--- src/rtl/itlb_dm_pkg.sv ---
`timescale 1ns/1ps
package itlb_dm_pkg;

   // which special-register window an access falls in
   typedef enum logic [1:0] {
      WIN_NONE  = 2'd0,
      WIN_MATCH = 2'd1,
      WIN_XLATE = 2'd2
   } spr_win_e;

   // fixed low-order bit positions inside the two words
   localparam int VALID_POS = 0;
   localparam int CI_POS    = 1;
   localparam int SXE_POS   = 6;
   localparam int UXE_POS   = 7;

endpackage

--- src/rtl/itlb_dm_spr_dec.sv ---
`timescale 1ns/1ps
module itlb_dm_spr_dec
   import itlb_dm_pkg::*;
#(
   parameter int AW       = 32,
   parameter int IDX_BITS = 6,
   parameter logic [AW-1:0] MATCH_BASE = 32'h0000_1200,
   parameter logic [AW-1:0] XLATE_BASE = 32'h0000_1300
) (
   input  logic                spr_cs,
   input  logic [AW-1:0]       spr_addr,
   output spr_win_e            win,
   output logic [IDX_BITS-1:0] idx
);
   localparam int HI_W = AW - IDX_BITS;

   logic [HI_W-1:0] addr_hi;
   logic            in_match;
   logic            in_xlate;

   assign addr_hi  = spr_addr[AW-1:IDX_BITS];
   assign idx      = spr_addr[IDX_BITS-1:0];
   assign in_match = (addr_hi == MATCH_BASE[AW-1:IDX_BITS]);
   assign in_xlate = (addr_hi == XLATE_BASE[AW-1:IDX_BITS]);

   always_comb begin
      win = WIN_NONE;
      if (spr_cs) begin
         if (in_match)      win = WIN_MATCH;
         else if (in_xlate) win = WIN_XLATE;
      end
   end

   initial begin
      base_align_chk: assert (MATCH_BASE[IDX_BITS-1:0] == '0 && XLATE_BASE[IDX_BITS-1:0] == '0)
         else $error("window bases must be aligned to the entry count");
      base_apart_chk: assert (MATCH_BASE[AW-1:IDX_BITS] != XLATE_BASE[AW-1:IDX_BITS])
         else $error("match and translate windows overlap");
   end
endmodule

--- src/rtl/itlb_dm_store.sv ---
`timescale 1ns/1ps
module itlb_dm_store
   import itlb_dm_pkg::*;
#(
   parameter int DW       = 32,
   parameter int IDX_BITS = 6,
   parameter int TAG_W    = 13,
   parameter int PPN_W    = 19
) (
   input  logic                clk,
   input  logic                rst,
   // register-port side
   input  spr_win_e            win,
   input  logic                wr,
   input  logic [IDX_BITS-1:0] sp_idx,
   input  logic [DW-1:0]       wdata,
   output logic                sp_valid,
   output logic [TAG_W-1:0]    sp_tag,
   output logic [PPN_W-1:0]    sp_ppn,
   output logic                sp_uxe,
   output logic                sp_sxe,
   output logic                sp_ci,
   // lookup side
   input  logic [IDX_BITS-1:0] lk_idx,
   output logic                lk_valid,
   output logic [TAG_W-1:0]    lk_tag,
   output logic [PPN_W-1:0]    lk_ppn,
   output logic                lk_uxe,
   output logic                lk_sxe,
   output logic                lk_ci
);
   localparam int ENTRIES = 1 << IDX_BITS;

   logic [ENTRIES-1:0] valid_vec;
   logic [ENTRIES-1:0] uxe_vec;
   logic [ENTRIES-1:0] sxe_vec;
   logic [ENTRIES-1:0] ci_vec;
   logic [TAG_W-1:0]   tag_arr [ENTRIES];
   logic [PPN_W-1:0]   ppn_arr [ENTRIES];

   logic wr_match;
   logic wr_xlate;
   logic unused_wbits;

   assign wr_match     = wr && (win == WIN_MATCH);
   assign wr_xlate     = wr && (win == WIN_XLATE);
   assign unused_wbits = ^wdata;

   for (genvar e = 0; e < ENTRIES; e++) begin : g_ent
      logic             sel;
      logic             v_q;
      logic [TAG_W-1:0] t_q;
      logic [PPN_W-1:0] p_q;
      logic             u_q;
      logic             s_q;
      logic             c_q;

      assign sel = (sp_idx == IDX_BITS'(e));

      always_ff @(posedge clk or posedge rst) begin
         if (rst)                 v_q <= 1'b0;
         else if (wr_match && sel) v_q <= wdata[VALID_POS];
      end

      always_ff @(posedge clk) begin
         if (wr_match && sel) t_q <= wdata[DW-1 -: TAG_W];
      end

      always_ff @(posedge clk) begin
         if (wr_xlate && sel) begin
            p_q <= wdata[DW-1 -: PPN_W];
            u_q <= wdata[UXE_POS];
            s_q <= wdata[SXE_POS];
            c_q <= wdata[CI_POS];
         end
      end

      assign valid_vec[e] = v_q;
      assign uxe_vec[e]   = u_q;
      assign sxe_vec[e]   = s_q;
      assign ci_vec[e]    = c_q;
      assign tag_arr[e]   = t_q;
      assign ppn_arr[e]   = p_q;
   end

   assign sp_valid = valid_vec[sp_idx];
   assign sp_tag   = tag_arr[sp_idx];
   assign sp_ppn   = ppn_arr[sp_idx];
   assign sp_uxe   = uxe_vec[sp_idx];
   assign sp_sxe   = sxe_vec[sp_idx];
   assign sp_ci    = ci_vec[sp_idx];

   assign lk_valid = valid_vec[lk_idx];
   assign lk_tag   = tag_arr[lk_idx];
   assign lk_ppn   = ppn_arr[lk_idx];
   assign lk_uxe   = uxe_vec[lk_idx];
   assign lk_sxe   = sxe_vec[lk_idx];
   assign lk_ci    = ci_vec[lk_idx];


   xlate_keeps_valid_chk: assert property (@(posedge clk) disable iff (rst)
      wr_xlate |=> $stable(valid_vec));


   match_sets_valid_chk: assert property (@(posedge clk) disable iff (rst)
      wr_match |=> (valid_vec[$past(sp_idx)] == $past(wdata[VALID_POS])));


   foreign_write_chk: assert property (@(posedge clk) disable iff (rst)
      (wr && win == WIN_NONE) |=> $stable(valid_vec));
endmodule

--- src/rtl/itlb_dm_lookup.sv ---
`timescale 1ns/1ps
module itlb_dm_lookup #(
   parameter int VPN_W    = 19,
   parameter int IDX_BITS = 6,
   parameter int TAG_W    = 13,
   parameter int PPN_W    = 19
) (
   input  logic                clk,
   input  logic                rst,
   input  logic                en,
   input  logic [VPN_W-1:0]    vpn,
   output logic [IDX_BITS-1:0] idx,
   input  logic                e_valid,
   input  logic [TAG_W-1:0]    e_tag,
   input  logic [PPN_W-1:0]    e_ppn,
   input  logic                e_uxe,
   input  logic                e_sxe,
   input  logic                e_ci,
   output logic                hit,
   output logic [PPN_W-1:0]    ppn,
   output logic                uxe,
   output logic                sxe,
   output logic                ci
);
   logic [TAG_W-1:0] vtag;

   assign idx  = vpn[IDX_BITS-1:0];
   assign vtag = vpn[VPN_W-1:IDX_BITS];

   always_ff @(posedge clk or posedge rst) begin
      if (rst) begin
         hit <= 1'b0;
         ppn <= '0;
         uxe <= 1'b0;
         sxe <= 1'b0;
         ci  <= 1'b0;
      end else if (en) begin
         hit <= e_valid && (e_tag == vtag);
         ppn <= e_ppn;
         uxe <= e_uxe;
         sxe <= e_sxe;
         ci  <= e_ci;
      end else begin
         hit <= 1'b0;
      end
   end


   idle_drops_hit_chk: assert property (@(posedge clk) disable iff (rst)
      !en |=> !hit);


   idle_holds_result_chk: assert property (@(posedge clk) disable iff (rst)
      !en |=> ($stable(ppn) && $stable(uxe) && $stable(sxe) && $stable(ci)));


   invalid_never_hits_chk: assert property (@(posedge clk) disable iff (rst)
      (en && !e_valid) |=> !hit);


   result_follows_entry_chk: assert property (@(posedge clk) disable iff (rst)
      en |=> (ppn == $past(e_ppn)));
endmodule

--- src/rtl/itlb_dm.sv ---
`timescale 1ns/1ps
module itlb_dm
   import itlb_dm_pkg::*;
#(
   parameter int VA_W      = 32,
   parameter int DW        = 32,
   parameter int PAGE_BITS = 13,
   parameter int IDX_BITS  = 6,
   parameter logic [VA_W-1:0] MATCH_BASE = 32'h0000_1200,
   parameter logic [VA_W-1:0] XLATE_BASE = 32'h0000_1300
) (
   input  logic                      clk,
   input  logic                      rst,
   input  logic                      lookup_en,
   input  logic [VA_W-1:0]           lookup_vaddr,
   output logic                      hit,
   output logic [VA_W-PAGE_BITS-1:0] ppn,
   output logic                      uxe,
   output logic                      sxe,
   output logic                      ci,
   input  logic                      spr_cs,
   input  logic                      spr_we,
   input  logic [VA_W-1:0]           spr_addr,
   input  logic [DW-1:0]             spr_wdata,
   output logic [DW-1:0]             spr_rdata
);
   localparam int VPN_W = VA_W - PAGE_BITS;
   localparam int PPN_W = VPN_W;
   localparam int TAG_W = VPN_W - IDX_BITS;

   initial begin
      width_match_chk: assert (DW == VA_W)
         else $error("data width must equal address width");
      tag_fits_chk: assert (TAG_W > 0 && TAG_W < DW)
         else $error("tag width out of range");
      ppn_fits_chk: assert (PPN_W <= DW - UXE_POS - 1)
         else $error("page number overlaps attribute bits");
   end

   spr_win_e            win;
   logic [IDX_BITS-1:0] sp_idx;
   logic [IDX_BITS-1:0] lk_idx;
   logic                sp_valid, sp_uxe, sp_sxe, sp_ci;
   logic [TAG_W-1:0]    sp_tag;
   logic [PPN_W-1:0]    sp_ppn;
   logic                lk_valid, lk_uxe, lk_sxe, lk_ci;
   logic [TAG_W-1:0]    lk_tag;
   logic [PPN_W-1:0]    lk_ppn;
   logic                unused_offset;

   assign unused_offset = ^lookup_vaddr[PAGE_BITS-1:0];

   itlb_dm_spr_dec #(
      .AW(VA_W), .IDX_BITS(IDX_BITS),
      .MATCH_BASE(MATCH_BASE), .XLATE_BASE(XLATE_BASE)
   ) u_dec (
      .spr_cs(spr_cs), .spr_addr(spr_addr), .win(win), .idx(sp_idx)
   );

   itlb_dm_store #(
      .DW(DW), .IDX_BITS(IDX_BITS), .TAG_W(TAG_W), .PPN_W(PPN_W)
   ) u_store (
      .clk(clk), .rst(rst),
      .win(win), .wr(spr_we), .sp_idx(sp_idx), .wdata(spr_wdata),
      .sp_valid(sp_valid), .sp_tag(sp_tag), .sp_ppn(sp_ppn),
      .sp_uxe(sp_uxe), .sp_sxe(sp_sxe), .sp_ci(sp_ci),
      .lk_idx(lk_idx),
      .lk_valid(lk_valid), .lk_tag(lk_tag), .lk_ppn(lk_ppn),
      .lk_uxe(lk_uxe), .lk_sxe(lk_sxe), .lk_ci(lk_ci)
   );

   itlb_dm_lookup #(
      .VPN_W(VPN_W), .IDX_BITS(IDX_BITS), .TAG_W(TAG_W), .PPN_W(PPN_W)
   ) u_lookup (
      .clk(clk), .rst(rst), .en(lookup_en),
      .vpn(lookup_vaddr[VA_W-1:PAGE_BITS]), .idx(lk_idx),
      .e_valid(lk_valid), .e_tag(lk_tag), .e_ppn(lk_ppn),
      .e_uxe(lk_uxe), .e_sxe(lk_sxe), .e_ci(lk_ci),
      .hit(hit), .ppn(ppn), .uxe(uxe), .sxe(sxe), .ci(ci)
   );

   // read-back formatting: each half rebuilt into its register layout
   always_comb begin
      spr_rdata = '0;
      unique case (win)
         WIN_MATCH: begin
            spr_rdata[DW-1 -: TAG_W] = sp_tag;
            spr_rdata[VALID_POS]     = sp_valid;
         end
         WIN_XLATE: begin
            spr_rdata[DW-1 -: PPN_W] = sp_ppn;
            spr_rdata[UXE_POS]       = sp_uxe;
            spr_rdata[SXE_POS]       = sp_sxe;
            spr_rdata[CI_POS]        = sp_ci;
         end
         default: spr_rdata = '0;
      endcase
   end


   idle_bus_zero_chk: assert property (@(posedge clk) disable iff (rst)
      !spr_cs |-> (spr_rdata == '0));


   foreign_addr_zero_chk: assert property (@(posedge clk) disable iff (rst)
      (spr_cs && win == WIN_NONE) |-> (spr_rdata == '0));
endmodule

--- config.mk ---
export PLATFORM = sky130hd
export DESIGN_NAME = itlb_dm
export DESIGN_NICKNAME = d
export VERILOG_FILES = /design/src/rtl/itlb_dm_pkg.sv /design/src/rtl/itlb_dm_spr_dec.sv /design/src/rtl/itlb_dm_store.sv /design/src/rtl/itlb_dm_lookup.sv /design/src/rtl/itlb_dm.sv
export SDC_FILE = /design/constraint.sdc
export NUM_CORES = 2
export LEC_CHECK = 0
export BUFFER_PORTS_ARGS = -buffer_cell sky130_fd_sc_hd__buf_2
export CAP_MARGIN = 20
export CORE_MARGIN = 10
export CORE_UTILIZATION = 52
export DETAILED_ROUTE_END_ITERATION = 7
export GPL_TIMING_DRIVEN = 1
export PLACE_DENSITY = 0.78
export SLEW_MARGIN = 20
export SYNTH_ARGS = -nofsm -noshare
export SYNTH_HDL_FRONTEND = slang
export SYNTH_HIERARCHICAL = 1
export SYNTH_SLANG_ARGS = --single-unit
--- constraint.sdc ---
create_clock -name clk -period 3.96 [get_ports clk]
set_input_delay 0.594 -clock clk [delete_from_list [all_inputs] [get_ports clk]]
set_output_delay 0.594 -clock clk [all_outputs]
set_load 0.02 [all_outputs]
==> out/results.ini <==
[power]
p_leak_uw = 0.0398
power_switching_share_pct = 23.6
ir_drop_mv = 0.424
p_int_uw = 40800
seqPwrFrac_pct = 50.7
pwr-share-comb_pct = 9.2
powerDensity_mw_per_mm2 = 427
switchingPower_uw = 12600
clock_power_share_pct = 40.1

[cells_and_area]
nNetsFinal = 5957
syn2layout_area_growth_pct = 17.6
layoutNonFillerInstCount = 8726
post-route-util_pct = 61.7
post_route_cells_drive_above_1_share_pct = 44.0

[setup_path]
cp_slowest_cell = or4_4
path_delay_family = simple AND/OR/NAND/NOR gates
critPathMaxStageDelay_ns = 0.59
r2r-end = u_lookup/ppn[7]
path_cells = mux4_2 -> a22oi_2 -> a21oi_4 -> or4_4 -> a22oi_2 -> nor2_4 -> buf_2
worstSetupStartpointType = flip-flop
r2r_start = u_store/g_ent[15].p_q[7]
r2r_slack_ns = 0.91
crit_path_start = u_store/g_ent[59].t_q[1]
cp_common_cell = a22oi_2
crit_fanout = 2
critPathCaptureType = output port
worstSetupPathType = reg2out
cp.arrival_ns = 3.38
critPathRequiredTime_ns = 3.37
rr_worst_depth = 6
crit_buf_inv = 1

[sta]
slew_headroom_pct = 15.1
setup_ws_ns = -0.0164
min_period_ns = 3.98
tns_ns = -0.0175
setup_viol = 2
timing.final.crit_share_pct = 100
slew_viol_final = 0
rsz0062_at_grt = yes
final-hold-violation-count = 0
fmax_mhz = 251
final.setup_skew_ns = 0.0370
fin_hold_ws_ns = 0.0285
worst_pin_slew_ns = 1.26

[logic_synthesis]
synth.most_common_cell = edfxtp_1
synth_cell_types = 50
syn_avg_cell_area_um2 = 20.2
ys.flop_type = edfxtp_1
netlist_area_mm2 = 0.106
synth_commonest_cells = edfxtp_1 (2,240), mux4_2 (1,150), a22oi_1 (345)
ys_async_sr_fraction_pct = 3.74
yosysSeqAreaShare_pct = 65.3
yosysWarnings = 6
netlist.area_leader.share_pct = 63.2
ys_ff_latch = 2327
synth_top_area_cell = edfxtp_1
synth_edf_count = 2240
synth_area_leaders = edfxtp_1 (63%), mux4_2 (24%), a22oi_1 (2.4%)
synthCells = 5280

[grt]
track_usage_pct = 31.4
grt_start_max_net_pins = 129
gr-total-overflow = 0
antenna_found_initial = 26
grt_pass1_wl_um = 499000
grt_pass1_vias = 66300

[die]
die-area_mm2 = 0.223
core_mm2 = 0.203
die_w_um = 472
rows = 165
initial_core_util_pct = 52.4
ios = 156
die_h_um = 472

[drt]
vias = 66300
wl_per_cell_um = 40.9
wl_um = 357000
vias_per_cell = 7.59
drcViolationCount = 0
drt_iter0_drc = 11600
antenna_left = 0
first_pass_iters = 6

[clock_network]
cts_sinks = 2327
cts_tree = yes
cts_buffers = 222
clock_path_buffers = 3
clkTransAtPathRegs_ns = 0.06
insertion_delay_ns = 0.89
htree_levels = 4
cts-root-buf = clkbuf_16

[worst_hold_path]
hold_path.class = in2reg
hold_start = lookup_vaddr[29]
hold-path-endpoint = u_lookup/hit
hold_depth = 4

[placement]
hpwl_um = 221000
gp_congestion = 0.948
io_buffers = 124
dpl.cell_count = 8273

[run]
cap_violations = 0

[outcome]
failed_checks = setup timing
status = complete, but fails checks

logic make-up (layout without fill, tap and decap cells):
group / Yosys count / in the layout / share of synthesized area (%)
DFF: 2327 / 2327 / 65.3
muxes: 1276 / 1276 / 25.6
AOI/OAI and AO/OA: 774 / 774 / 4.95
buffers and inverters: 466 / 1222 / 2.12
and+or+nand+nor: 421 / 421 / 1.91
xor gates and xnor gates: 13 / 13 / 0.107
adders and majority gates: 2 / 2 / 0.0235
other: 1 / 19 / 0.00352
worst min-delay path, delay by kind of cell:
family                 cells  cell delay, ns
XOR/XNOR                   1            0.06
buffers and inverters      1            0.09
AND/OR/NAND/NOR            2            0.14
layout by cell type (no fill, tap or decap), types with 11 or more instances in the layout:
cell type  synthesis  routed
a22oi_1          345     262
nor2_2             0      85
mux2i_1           36      36
clkbuf_16          0     227
nand2b_1          13      11
nor2_1           173      65
nand2_1           75      74
edfxtp_1        2240    2240
or4_1             38      22
dfrtp_1           87      87
buf_16             0      11
o21ai_0           25      25
o22a_1            21      21
a22oi_2            0      83
clkinv_2           0      52
nand3_1           19      19
nor2_4             0      23
buf_12             0     221
mux2_2            90      90
a21oi_4            0      21
mux4_2          1150    1150
clkinv_1           0      29
nor4_1            24      24
a21oi_1          171     110
a21oi_2            0      40
nor3_1            26      26
bufinv_16          0      19
a22o_1            14      14
or4_4              0      16
and2_1            18      17
xnor2_1           13      13
o22ai_1          119     119
buf_2            110      90
a31oi_1           19      19
buf_6             27      17
clkbuf_1         234      52
o221ai_1          38      38
buf_4             44     446
per-stage QoR:
stage	area (um^2)	setup slack [ns]	power (uW)
final	125000	-0.0164	53400
after global routing	125000	-0.0488	54500
after CTS	124000	0.000863	53100
after detailed placement	116000	-0.228	32100
after global placement	116000	-0.204	32000
after floorplan	106000	0.334	30000
cell type report:
class / count / area (um^2)
antenna: 10 / 25.0
clock buffer: 285 / 5920
clock inverter: 129 / 1330
fill: 13300 / 77800
inverter: 7 / 26.3
multi-input combinational: 2495 / 36000
sequential: 2327 / 69400
tap: 2672 / 3340
timing repair buffer: 801 / 9050
power groups by stage:
stage	sequential, uW	combinational (uW)	clock (uW)
after global placement	27600	4420	0
after floorplan	27600	2360	0
after CTS	27100	4640	21400
final	27100	4900	21400
after detailed placement	27600	4500	0
after global routing	27000	5010	22400
state kept, by name, indices dropped and copies added (netlist names):
name               count
u_store/g_ent.p_q   1216
u_store/g_ent.t_q    832
u_store/g_ent.c_q     64
u_store/g_ent.s_q     64
u_store/g_ent.u_q     64
u_store/g_ent.v_q     64
u_lookup/ppn          19
u_lookup/ci            1
u_lookup/hit           1
u_lookup/sxe           1
u_lookup/uxe           1
worst max path at each step:
stage               slack [ns]                    end  cells after the start
finish                   -0.02          spr_rdata[20]                      7
global route             -0.05          spr_rdata[25]                      7
CTS                     0.0009          spr_rdata[27]                      7
detailed placement       -0.23          spr_rdata[19]                     10
global placement         -0.20          spr_rdata[19]                      9
floorplan                 0.33  u_store/g_ent[10].v_q                      8
per-layer routing:
| layer | share of wire, % | track usage (%) | wire (um) | vias up |
|---|---|---|---|---|
| met5 | 0.11 | 0.618 | 395 | - |
| met4 | 7.1 | 17.6 | 25400 | 29 |
| met3 | 17 | 13.4 | 62300 | 1304 |
| met2 | 45 | 46.5 | 160000 | 6769 |
| met1 | 30 | 38.8 | 109000 | 33800 |
| li1 | - | - | - | 24300 |
timing repair:
action                     in CTS  in global routing
setup buffers                  10                 12
pin swaps                      31                 51
hold endpoints to repair       31                  0
setup endpoints to repair      22                 23
hold buffers                    2                  0
gates cloned                    5                  3
resized for setup             133                100
Power figures use the tool's default switching activity.
